**src/rtl/bcd_rtc_pkg.sv**
```systemverilog
package bcd_rtc_pkg;

  localparam int unsigned WORD_W = 32;

  localparam int unsigned OFF_CTRL  = 0;
  localparam int unsigned OFF_STAT  = 1;
  localparam int unsigned OFF_CLR   = 2;
  localparam int unsigned OFF_TIME  = 3;
  localparam int unsigned OFF_CAL   = 4;
  localparam int unsigned OFF_VALID = 5;

  typedef struct packed {
    logic [5:0] hour;
    logic [6:0] min;
    logic [6:0] sec;
  } clk_time_t;

  typedef struct packed {
    logic [5:0] date;
    logic [2:0] dow;
    logic [4:0] month;
    logic [7:0] year;
    logic [6:0] cent;
  } clk_cal_t;

  // two BCD digits both in 0..9
  function automatic logic digits_ok(input logic [7:0] b);
    return (b[3:0] <= 4'd9) && (b[7:4] <= 4'd9);
  endfunction

  // two-digit BCD to binary
  function automatic logic [6:0] bcd_val(input logic [7:0] b);
    return (7'(b[7:4]) * 7'd10) + 7'(b[3:0]);
  endfunction

  // two-digit BCD increment (no wrap beyond 99 needed by callers)
  function automatic logic [7:0] bcd_inc(input logic [7:0] b);
    if (b[3:0] == 4'd9) return {b[7:4] + 4'd1, 4'd0};
    return {b[7:4], b[3:0] + 4'd1};
  endfunction

  function automatic logic is_leap(input logic [6:0] cent, input logic [7:0] year);
    logic [6:0] yv;
    logic [6:0] cv;
    yv = bcd_val(year);
    cv = bcd_val({1'b0, cent});
    if (yv == 7'd0) return (cv[1:0] == 2'd0);
    return (yv[1:0] == 2'd0);
  endfunction

  function automatic logic [6:0] month_days(input logic [4:0] month, input logic leap);
    case (month)
      5'h02:                      return leap ? 7'd29 : 7'd28;
      5'h04, 5'h06, 5'h09, 5'h11: return 7'd30;
      default:                    return 7'd31;
    endcase
  endfunction

  function automatic clk_time_t word_to_time(input logic [WORD_W-1:0] w);
    clk_time_t t;
    t.sec  = w[6:0];
    t.min  = w[14:8];
    t.hour = w[21:16];
    return t;
  endfunction

  function automatic logic [WORD_W-1:0] time_to_word(input clk_time_t t);
    return {10'd0, 1'b0, t.hour, 1'b0, t.min, 1'b0, t.sec};
  endfunction

  function automatic clk_cal_t word_to_cal(input logic [WORD_W-1:0] w);
    clk_cal_t c;
    c.cent  = w[6:0];
    c.year  = w[15:8];
    c.month = w[20:16];
    c.dow   = w[23:21];
    c.date  = w[29:24];
    return c;
  endfunction

  function automatic logic [WORD_W-1:0] cal_to_word(input clk_cal_t c);
    return {2'd0, c.date, c.dow, c.month, c.year, 1'b0, c.cent};
  endfunction

  function automatic logic time_ok(input clk_time_t t);
    logic d;
    d = digits_ok({1'b0, t.sec}) && digits_ok({1'b0, t.min}) && digits_ok({2'b0, t.hour});
    return d && (t.sec <= 7'h59) && (t.min <= 7'h59) && (t.hour <= 6'h23);
  endfunction

  function automatic logic cal_ok(input clk_cal_t c, input int unsigned cent_lo,
                                  input int unsigned cent_hi);
    logic       d;
    logic [6:0] cv;
    logic [6:0] dv;
    d  = digits_ok({1'b0, c.cent}) && digits_ok(c.year) &&
         digits_ok({3'b0, c.month}) && digits_ok({2'b0, c.date});
    cv = bcd_val({1'b0, c.cent});
    dv = bcd_val({2'b0, c.date});
    if (!d) return 1'b0;
    if ((32'(cv) < cent_lo) || (32'(cv) > cent_hi)) return 1'b0;
    if ((c.month == 5'h00) || (c.month > 5'h12)) return 1'b0;
    if ((c.dow == 3'd0)) return 1'b0;
    if ((dv == 7'd0) || (dv > month_days(c.month, is_leap(c.cent, c.year)))) return 1'b0;
    return 1'b1;
  endfunction

endpackage

```
**src/rtl/bcd_rtc_time_cnt.sv**
```systemverilog
module bcd_rtc_time_cnt
  import bcd_rtc_pkg::*;
(
  input  logic      clk,
  input  logic      rst_n,
  input  logic      tick,
  input  logic      run,
  input  logic      load,
  input  clk_time_t load_val,
  output clk_time_t time_q,
  output logic      day_carry
);

  clk_time_t nxt;
  logic      sec_end;
  logic      min_end;
  logic      hour_end;

  assign sec_end  = (time_q.sec == 7'h59);
  assign min_end  = (time_q.min == 7'h59);
  assign hour_end = (time_q.hour == 6'h23);

  always_comb begin
    nxt = time_q;
    if (!sec_end) begin
      nxt.sec = 7'(bcd_inc({1'b0, time_q.sec}));
    end else begin
      nxt.sec = '0;
      if (!min_end) begin
        nxt.min = 7'(bcd_inc({1'b0, time_q.min}));
      end else begin
        nxt.min = '0;
        if (hour_end) nxt.hour = '0;
        else          nxt.hour = 6'(bcd_inc({2'b0, time_q.hour}));
      end
    end
  end

  assign day_carry = tick && run && sec_end && min_end && hour_end;

  always_ff @(posedge clk) begin
    if (!rst_n)           time_q <= '0;
    else if (load)        time_q <= load_val;
    else if (tick && run) time_q <= nxt;
  end

endmodule

```
**src/rtl/bcd_rtc_cal_cnt.sv**
```systemverilog
module bcd_rtc_cal_cnt
  import bcd_rtc_pkg::*;
#(
  parameter logic [31:0] RESET_CAL = 32'h0121_0019
) (
  input  logic     clk,
  input  logic     rst_n,
  input  logic     step,
  input  logic     load,
  input  clk_cal_t load_val,
  output clk_cal_t cal_q
);

  localparam clk_cal_t CAL_INIT = word_to_cal(RESET_CAL);

  clk_cal_t   nxt;
  logic [6:0] last_day;
  logic [6:0] date_bin;

  assign last_day = month_days(cal_q.month, is_leap(cal_q.cent, cal_q.year));
  assign date_bin = bcd_val({2'b0, cal_q.date});

  always_comb begin
    nxt     = cal_q;
    nxt.dow = (cal_q.dow == 3'd7) ? 3'd1 : cal_q.dow + 3'd1;
    if (date_bin < last_day) begin
      nxt.date = 6'(bcd_inc({2'b0, cal_q.date}));
    end else begin
      nxt.date = 6'h01;
      if (cal_q.month != 5'h12) begin
        nxt.month = 5'(bcd_inc({3'b0, cal_q.month}));
      end else begin
        nxt.month = 5'h01;
        if (cal_q.year != 8'h99) begin
          nxt.year = bcd_inc(cal_q.year);
        end else begin
          nxt.year = 8'h00;
          nxt.cent = 7'(bcd_inc({1'b0, cal_q.cent}));
        end
      end
    end
  end

  always_ff @(posedge clk) begin
    if (!rst_n)    cal_q <= CAL_INIT;
    else if (load) cal_q <= load_val;
    else if (step) cal_q <= nxt;
  end

endmodule

```
**src/rtl/bcd_rtc_ctrl.sv**
```systemverilog
module bcd_rtc_ctrl
  import bcd_rtc_pkg::*;
#(
  parameter int unsigned ADDR_W  = 3,
  parameter int unsigned CENT_LO = 19,
  parameter int unsigned CENT_HI = 20
) (
  input  logic              clk,
  input  logic              rst_n,
  input  logic              tick,
  input  logic              bus_wr,
  input  logic [ADDR_W-1:0] bus_addr,
  input  logic [WORD_W-1:0] bus_wdata,
  input  logic [WORD_W-1:0] time_word,
  input  logic [WORD_W-1:0] cal_word,
  output logic [WORD_W-1:0] bus_rdata,
  output logic              time_load,
  output clk_time_t         time_load_val,
  output logic              cal_load,
  output clk_cal_t          cal_load_val,
  output logic              time_run,
  output logic              cal_run,
  output logic              upd_tim,
  output logic              upd_cal,
  output logic              ack,
  output logic              sec_evt,
  output logic              nv_tim,
  output logic              nv_cal
);

  localparam logic [ADDR_W-1:0] A_CTRL  = ADDR_W'(OFF_CTRL);
  localparam logic [ADDR_W-1:0] A_STAT  = ADDR_W'(OFF_STAT);
  localparam logic [ADDR_W-1:0] A_CLR   = ADDR_W'(OFF_CLR);
  localparam logic [ADDR_W-1:0] A_TIME  = ADDR_W'(OFF_TIME);
  localparam logic [ADDR_W-1:0] A_CAL   = ADDR_W'(OFF_CAL);
  localparam logic [ADDR_W-1:0] A_VALID = ADDR_W'(OFF_VALID);

  logic ctrl_wr;
  logic clr_wr;
  logic time_wr_ok;
  logic cal_wr_ok;
  logic time_good;
  logic cal_good;

  assign ctrl_wr    = bus_wr && (bus_addr == A_CTRL);
  assign clr_wr     = bus_wr && (bus_addr == A_CLR);
  assign time_wr_ok = bus_wr && (bus_addr == A_TIME) && upd_tim && ack;
  assign cal_wr_ok  = bus_wr && (bus_addr == A_CAL)  && upd_cal && ack;

  assign time_load_val = word_to_time(bus_wdata);
  assign cal_load_val  = word_to_cal(bus_wdata);
  assign time_good     = time_ok(time_load_val);
  assign cal_good      = cal_ok(cal_load_val, CENT_LO, CENT_HI);
  assign time_load     = time_wr_ok && time_good;
  assign cal_load      = cal_wr_ok && cal_good;

  assign time_run = !upd_tim && !nv_tim;
  assign cal_run  = !upd_cal && !nv_cal;

  always_ff @(posedge clk) begin
    if (!rst_n) begin
      upd_tim <= 1'b0;
      upd_cal <= 1'b0;
    end else if (ctrl_wr) begin
      upd_tim <= bus_wdata[0];
      upd_cal <= bus_wdata[1];
    end
  end

  always_ff @(posedge clk) begin
    if (!rst_n)                                   ack <= 1'b0;
    else if (ctrl_wr && (bus_wdata[1:0] == 2'b00)) ack <= 1'b0;
    else if (tick && (upd_tim || upd_cal))        ack <= 1'b1;
    else if (clr_wr && bus_wdata[0])              ack <= 1'b0;
  end

  always_ff @(posedge clk) begin
    if (!rst_n)                      sec_evt <= 1'b0;
    else if (tick)                   sec_evt <= 1'b1;
    else if (clr_wr && bus_wdata[2]) sec_evt <= 1'b0;
  end

  always_ff @(posedge clk) begin
    if (!rst_n) begin
      nv_tim <= 1'b0;
      nv_cal <= 1'b0;
    end else begin
      if (time_wr_ok) nv_tim <= !time_good;
      if (cal_wr_ok)  nv_cal <= !cal_good;
    end
  end

  always_comb begin
    bus_rdata = '0;
    case (bus_addr)
      A_CTRL:  bus_rdata = {30'd0, upd_cal, upd_tim};
      A_STAT:  bus_rdata = {29'd0, sec_evt, 1'b0, ack};
      A_TIME:  bus_rdata = time_word;
      A_CAL:   bus_rdata = cal_word;
      A_VALID: bus_rdata = {30'd0, nv_cal, nv_tim};
      default: bus_rdata = '0;
    endcase
  end

endmodule

```
**src/rtl/bcd_rtc.sv**
```systemverilog
module bcd_rtc
  import bcd_rtc_pkg::*;
#(
  parameter int unsigned ADDR_W    = 3,
  parameter int unsigned CENT_LO   = 19,
  parameter int unsigned CENT_HI   = 20,
  parameter logic [31:0] RESET_CAL = 32'h0121_0019
) (
  input  logic              clk,
  input  logic              rst_n,
  input  logic              sec_tick,
  input  logic              bus_wr,
  input  logic [ADDR_W-1:0] bus_addr,
  input  logic [31:0]       bus_wdata,
  output logic [31:0]       bus_rdata
);

  clk_time_t         time_q;
  clk_time_t         time_load_val;
  clk_cal_t          cal_q;
  clk_cal_t          cal_load_val;
  logic [WORD_W-1:0] time_word;
  logic [WORD_W-1:0] cal_word;
  logic              time_load;
  logic              cal_load;
  logic              time_run;
  logic              cal_run;
  logic              day_carry;
  logic              day_step;
  logic              upd_tim;
  logic              upd_cal;
  logic              ack;
  logic              sec_evt;
  logic              nv_tim;
  logic              nv_cal;

  assign time_word = time_to_word(time_q);
  assign cal_word  = cal_to_word(cal_q);
  assign day_step  = day_carry && cal_run;

  bcd_rtc_ctrl #(
    .ADDR_W (ADDR_W),
    .CENT_LO(CENT_LO),
    .CENT_HI(CENT_HI)
  ) u_ctrl (
    .clk          (clk),
    .rst_n        (rst_n),
    .tick         (sec_tick),
    .bus_wr       (bus_wr),
    .bus_addr     (bus_addr),
    .bus_wdata    (bus_wdata),
    .time_word    (time_word),
    .cal_word     (cal_word),
    .bus_rdata    (bus_rdata),
    .time_load    (time_load),
    .time_load_val(time_load_val),
    .cal_load     (cal_load),
    .cal_load_val (cal_load_val),
    .time_run     (time_run),
    .cal_run      (cal_run),
    .upd_tim      (upd_tim),
    .upd_cal      (upd_cal),
    .ack          (ack),
    .sec_evt      (sec_evt),
    .nv_tim       (nv_tim),
    .nv_cal       (nv_cal)
  );

  bcd_rtc_time_cnt u_time (
    .clk      (clk),
    .rst_n    (rst_n),
    .tick     (sec_tick),
    .run      (time_run),
    .load     (time_load),
    .load_val (time_load_val),
    .time_q   (time_q),
    .day_carry(day_carry)
  );

  bcd_rtc_cal_cnt #(
    .RESET_CAL(RESET_CAL)
  ) u_cal (
    .clk     (clk),
    .rst_n   (rst_n),
    .step    (day_step),
    .load    (cal_load),
    .load_val(cal_load_val),
    .cal_q   (cal_q)
  );

endmodule

```
**config.mk**
```make
export PLATFORM = sky130hd
export DESIGN_NAME = bcd_rtc
export DESIGN_NICKNAME = d
export VERILOG_FILES = /design/src/rtl/bcd_rtc_pkg.sv /design/src/rtl/bcd_rtc_time_cnt.sv /design/src/rtl/bcd_rtc_cal_cnt.sv /design/src/rtl/bcd_rtc_ctrl.sv /design/src/rtl/bcd_rtc.sv
export SDC_FILE = /design/constraint.sdc
export NUM_CORES = 1
export LEC_CHECK = 0
export ABC_AREA = 0
export BUFFER_PORTS_ARGS = -buffer_cell sky130_fd_sc_hd__buf_2
export CORE_MARGIN = 5
export CORE_UTILIZATION = 35
export CTS_BUF_LIST = sky130_fd_sc_hd__clkbuf_4 sky130_fd_sc_hd__clkbuf_8
export CTS_CLUSTER_DIAMETER = 200
export DETAILED_ROUTE_END_ITERATION = 7
export SLEW_MARGIN = 10
export SYNTH_ARGS = -nofsm -noshare
export SYNTH_HDL_FRONTEND = slang
export SYNTH_SLANG_ARGS = --single-unit
```
**constraint.sdc**
```tcl
create_clock -name clk -period 4.5 [get_ports clk]
set_input_delay 0.45 -clock clk [delete_from_list [all_inputs] [get_ports clk]]
set_output_delay 0.45 -clock clk [all_outputs]
set_load 0.005 [all_outputs]
```
==> impl.org <==
** Outcome
- The run finished with clean final reports.

** Setup path
- The worst register-to-register path begins at u_cal.cal_q[14].
- The critical path in this run is classified as in -> reg.
- Data on the critical path is required at its endpoint by 4730 ps.
- The endpoint identified for the worst register-to-register timing path is u_cal.cal_q[16].
- The critical path crosses 16 cells after its start point.
- Worst setup EP type :: flop
- Critical path data arrival time :: 4280 ps
- Slowest Stage Delay on Critical Path :: 470 ps
- Cell class contributing the biggest share of worst-path delay :: simple AND/OR/NAND/NOR gates
- Depth of the worst register-to-register path :: 10
- Peak fanout along the critical path :: 5
- For flop-to-flop paths, the worst setup slack is 1200 ps.
- The slowest stage of the critical path is the sky130_fd_sc_hd__or4b_1 cell.
- Number of buffers and inverters on the critical path :: 2
- The critical path goes through buf_2 -> ha_1 -> ha_1 -> inv_1 -> fa_1 -> xor2_1 -> or4b_1 -> a211o_1 -> a31o_1 -> ha_1 -> nand2_1 -> o2111a_1 -> mux2_2 -> nor4_1 -> nand2_1 -> o21a_1.
- CP most frequent cell :: sky130_fd_sc_hd__ha_1
- Kind of launch point of the worst setup path :: input port

** Clocking
- The H-tree generated during clock tree synthesis spans 2 levels.
- In this run, CTS created clock tree buffers numbering 5.
- Counting every sink on the clock net gives 55.
- The later pin in the worst-skew pair is clocked with a latency of 330 ps.
- Post-CTS timing repair inserted 0 buffers for setup.
- Hold repair after CTS inserted 0 buffers.
- After clock tree synthesis, the clock-pin slew on the worst setup and hold paths is 110 ps.
- Quantity of gates resized following cts :: 0
- Clock root buffer :: sky130_fd_sc_hd__clkbuf_8
- TritonCTS built the clock tree.
- The clock passes through at most 2 buffers.

** Logic synthesis
- Count of flip-flops with a built-in enable after synthesis :: 0
- In the synthesized netlist, the number of instances is 657.
- Sequential area share after synthesis :: 21.92%
- The synthesized design devotes to its leading area cell type 21.92% of total area.
- During synthesis, Yosys emitted a total of 0 warnings.
- Netlist cell types :: 75
- A synthesized cell averages 7.646 um^2.
- Cell types occupying the most area after synthesis :: sky130_fd_sc_hd__dfxtp_1 (22%), sky130_fd_sc_hd__ha_1 (11%), sky130_fd_sc_hd__a21oi_1 (5.0%)
- Netlist area before placement :: 5024 um^2
- Cell types with the highest counts after synthesis :: sky130_fd_sc_hd__nor2_1 (57), sky130_fd_sc_hd__dfxtp_1 (55), sky130_fd_sc_hd__a21oi_1 (50)
- In this run, synthesis produced a sequential element count of 55.
- In the synthesized netlist the dominant register cell turns out to be sky130_fd_sc_hd__dfxtp_1.
- Most frequent cell after synthesis :: sky130_fd_sc_hd__nor2_1
- Fraction of registers with async set or reset after synthesis :: 0%
- Cell taking the most area after synthesis :: sky130_fd_sc_hd__dfxtp_1

** Placement
- Cell Count Post-Placement :: 879
- Prior to clock tree synthesis, the placed netlist has a worst setup slack of 108.5 ps.
- Dpl hpwl :: 12740 um
- Placer congestion estimate :: 0.9176
- Once placement finished, the instance area stood at 5519 um^2.
- Port Buf Inserts :: 64

** Power
- The internal power of the cells totals 0.6731 mW.
- Net Switching :: 0.3009 mW
- For this design the static power due to leakage is 2.274 nW.
- Post-route total power :: 0.9740 mW
- The worst-case IR drop observed on VDD is 0.0001005 V.
- Gate power share :: 18.5%
- Total power per unit cell area :: 173.5 nW/um^2
- Switching power as a share of total power :: 30.90%
- Share of total power in sequential cells :: 50.6%
- In this run, the clock network consumes 30.9% of the power.

** Timing
- Clock period minus worst slack :: 4050 ps
- For the final database, setup skew stands at 7.238 ps.
- Across all hold checks on the routed design, the worst slack comes to 386.9 ps.
- Headroom to the max-slew limit :: 43.93%
- Adding up every negative setup slack in the final design gives 0 ps.
- Static timing analysis puts the maximum clock frequency at 0.2469 GHz.
- Setup repair after global routing left no endpoint under its margin.
- Crit share post-route :: 90.01%
- Setup violations remaining at the end of the flow were counted as 0.
- Actual slew at the worst max-slew pin :: 835.5 ps
- The number of slew-limit violations in the final report is 0.
- The worst path meets setup with 449.7 ps of slack.
- Hold violation total from the final report :: 0

** Routing
- Average routed wire per standard cell :: 18.50 um
- The pre-antenna-repair detailed-routing pass consisted of 5 iterations.
- In the routed design, unresolved DRC markers number 0.
- Total number of vias :: 5222
- Antenna Nets Post-Route :: 0
- Post-DR vias/cell :: 5.874
- In this run, the number of DRC markers left after iteration 0 of detailed routing was 408.
- For this block, the routed nets add up to 16450 um of wire.

** Floorplanning
- Floorplan Core Area :: 13990 um^2
- Measured along the y axis, the die boundary spans 129.8 um.
- Once the floorplan was initialized, standard cells occupied 35.91% of the core.
- Pin placement for this block handled 71 I/O pins.
- Die footprint :: 16850 um^2
- Die W :: 129.8 um
- Standard-cell rows :: 43

** Final layout
- The net count of the finished layout is 797.
- After the flow finishes, the layout carries non-filler instances totaling 889.
- From synthesis to final layout, the design area changed by 11.73%.
- The finished cells cover 5613 um^2.
- Finished Core Util :: 40.13%
- The post-route netlist has 14.57% of its cells at a drive strength greater than 1.
- The filler cells instantiated in the layout total 1496.

** Global routing
- The number of antenna violations at the first check in global routing came to 1.
- The number of global-route vias before repair came to 4893.
- Wire length of the first global-routing pass :: 26150 um
- Entering global routing, the biggest net connects 31 pins.
- After global routing the overflow that remains totals 0.
- For this run, the total global-route usage over all layers was measured as 19.52%.

** Run
- Max-capacitance violation count :: 0

** Worst hold path
- Hold path startpoint :: sec_tick
- The path with the worst hold slack has its endpoint at u_ctrl.sec_evt.
- Hold Path Class :: in -> reg
- Hold path depth :: 3
worst max-delay path by stage:
stage / to / start / slack [ps]
final: u_cal.cal_q[4] / bus_wdata[15] / 450
after global routing: u_cal.cal_q[4] / bus_wdata[15] / 180
after CTS: u_cal.cal_q[4] / bus_wdata[15] / 460
after detailed placement: u_cal.cal_q[4] / bus_wdata[15] / 110
after global placement: u_cal.cal_q[4] / bus_wdata[15] / 160
after floorplan: u_cal.cal_q[4] / bus_wdata[13] / 470
flip-flops by register name, summed over array words and instances (netlist names):
signal,count
u_ctrl.nv_cal,1
u_ctrl.sec_evt,1
u_cal.cal_q,29
u_time.time_q,20
u_ctrl.upd_cal,1
u_ctrl.nv_tim,1
u_ctrl.ack,1
u_ctrl.upd_tim,1
final cells by class:
| class | count | area [um^2] | share of cell area, % |
|---|---|---|---|
| tap | 180 | 225.2 | 4.012 |
| clock buffer | 6 | 76.32 | 1.360 |
| timing repair buffer | 77 | 417.9 | 7.445 |
| antenna | 2 | 5.005 | 0.08917 |
| sequential | 55 | 1101 | 19.62 |
| multi-input combinational | 533 | 3647 | 64.98 |
| inverter | 34 | 127.6 | 2.274 |
| clock inverter | 2 | 12.51 | 0.2229 |
layout by cell type, fill, tap and decap left out, types with 16 or more instances in the layout:
cell                       Yosys  final
sky130_fd_sc_hd__buf_2         6     64
sky130_fd_sc_hd__nor2_1       57     57
sky130_fd_sc_hd__dfxtp_1      55     55
sky130_fd_sc_hd__a21oi_1      50     50
sky130_fd_sc_hd__nand2_1      47     47
sky130_fd_sc_hd__ha_1         45     45
sky130_fd_sc_hd__inv_1        34     34
sky130_fd_sc_hd__o21ai_0      29     29
sky130_fd_sc_hd__nand3_1      25     25
sky130_fd_sc_hd__o21ai_1      24     24
sky130_fd_sc_hd__nor3_1       18     18
sky130_fd_sc_hd__and3_1       16     16
sky130_fd_sc_hd__a211oi_1     16     16
power by group through the flow:
stage | logic (mW) | registers (mW) | clock network, mW
after floorplan | 0.104 | 0.503 | 0
after global placement | 0.172 | 0.504 | 0
after detailed placement | 0.177 | 0.504 | 0
after CTS | 0.178 | 0.493 | 0.305
after global routing | 0.197 | 0.493 | 0.320
final | 0.181 | 0.493 | 0.301
metal layers:
layer  routed length (um)  GRT usage [%]  up-vias
li1                     -              -     2525
met1                 7498          26.88     2516
met2                 7680          31.63      154
met3                  792          2.088       27
met4                  478          7.213        0
met5                    0              0        -
worst register-to-register path: cells and delay by family (launching register included):
family	cells	cell delay (ps)
compound gates	4	930
flops	1	490
simple gates	2	790
xor+xnor	1	150
fa+ha+maj	3	880
kinds of logic after synthesis:
family,Yosys count,share of synthesized area (%)
AO/OA/AOI/OAI,203,26.18
XOR/XNOR,14,2.441
adder cells (fa/ha/maj),52,14.00
buffers and inverters,71,5.753
flip-flops,55,21.92
multiplexers,16,3.238
other,1,0.07465
AND/OR/NAND/NOR,245,26.40
Power figures use the tool's default switching activity.
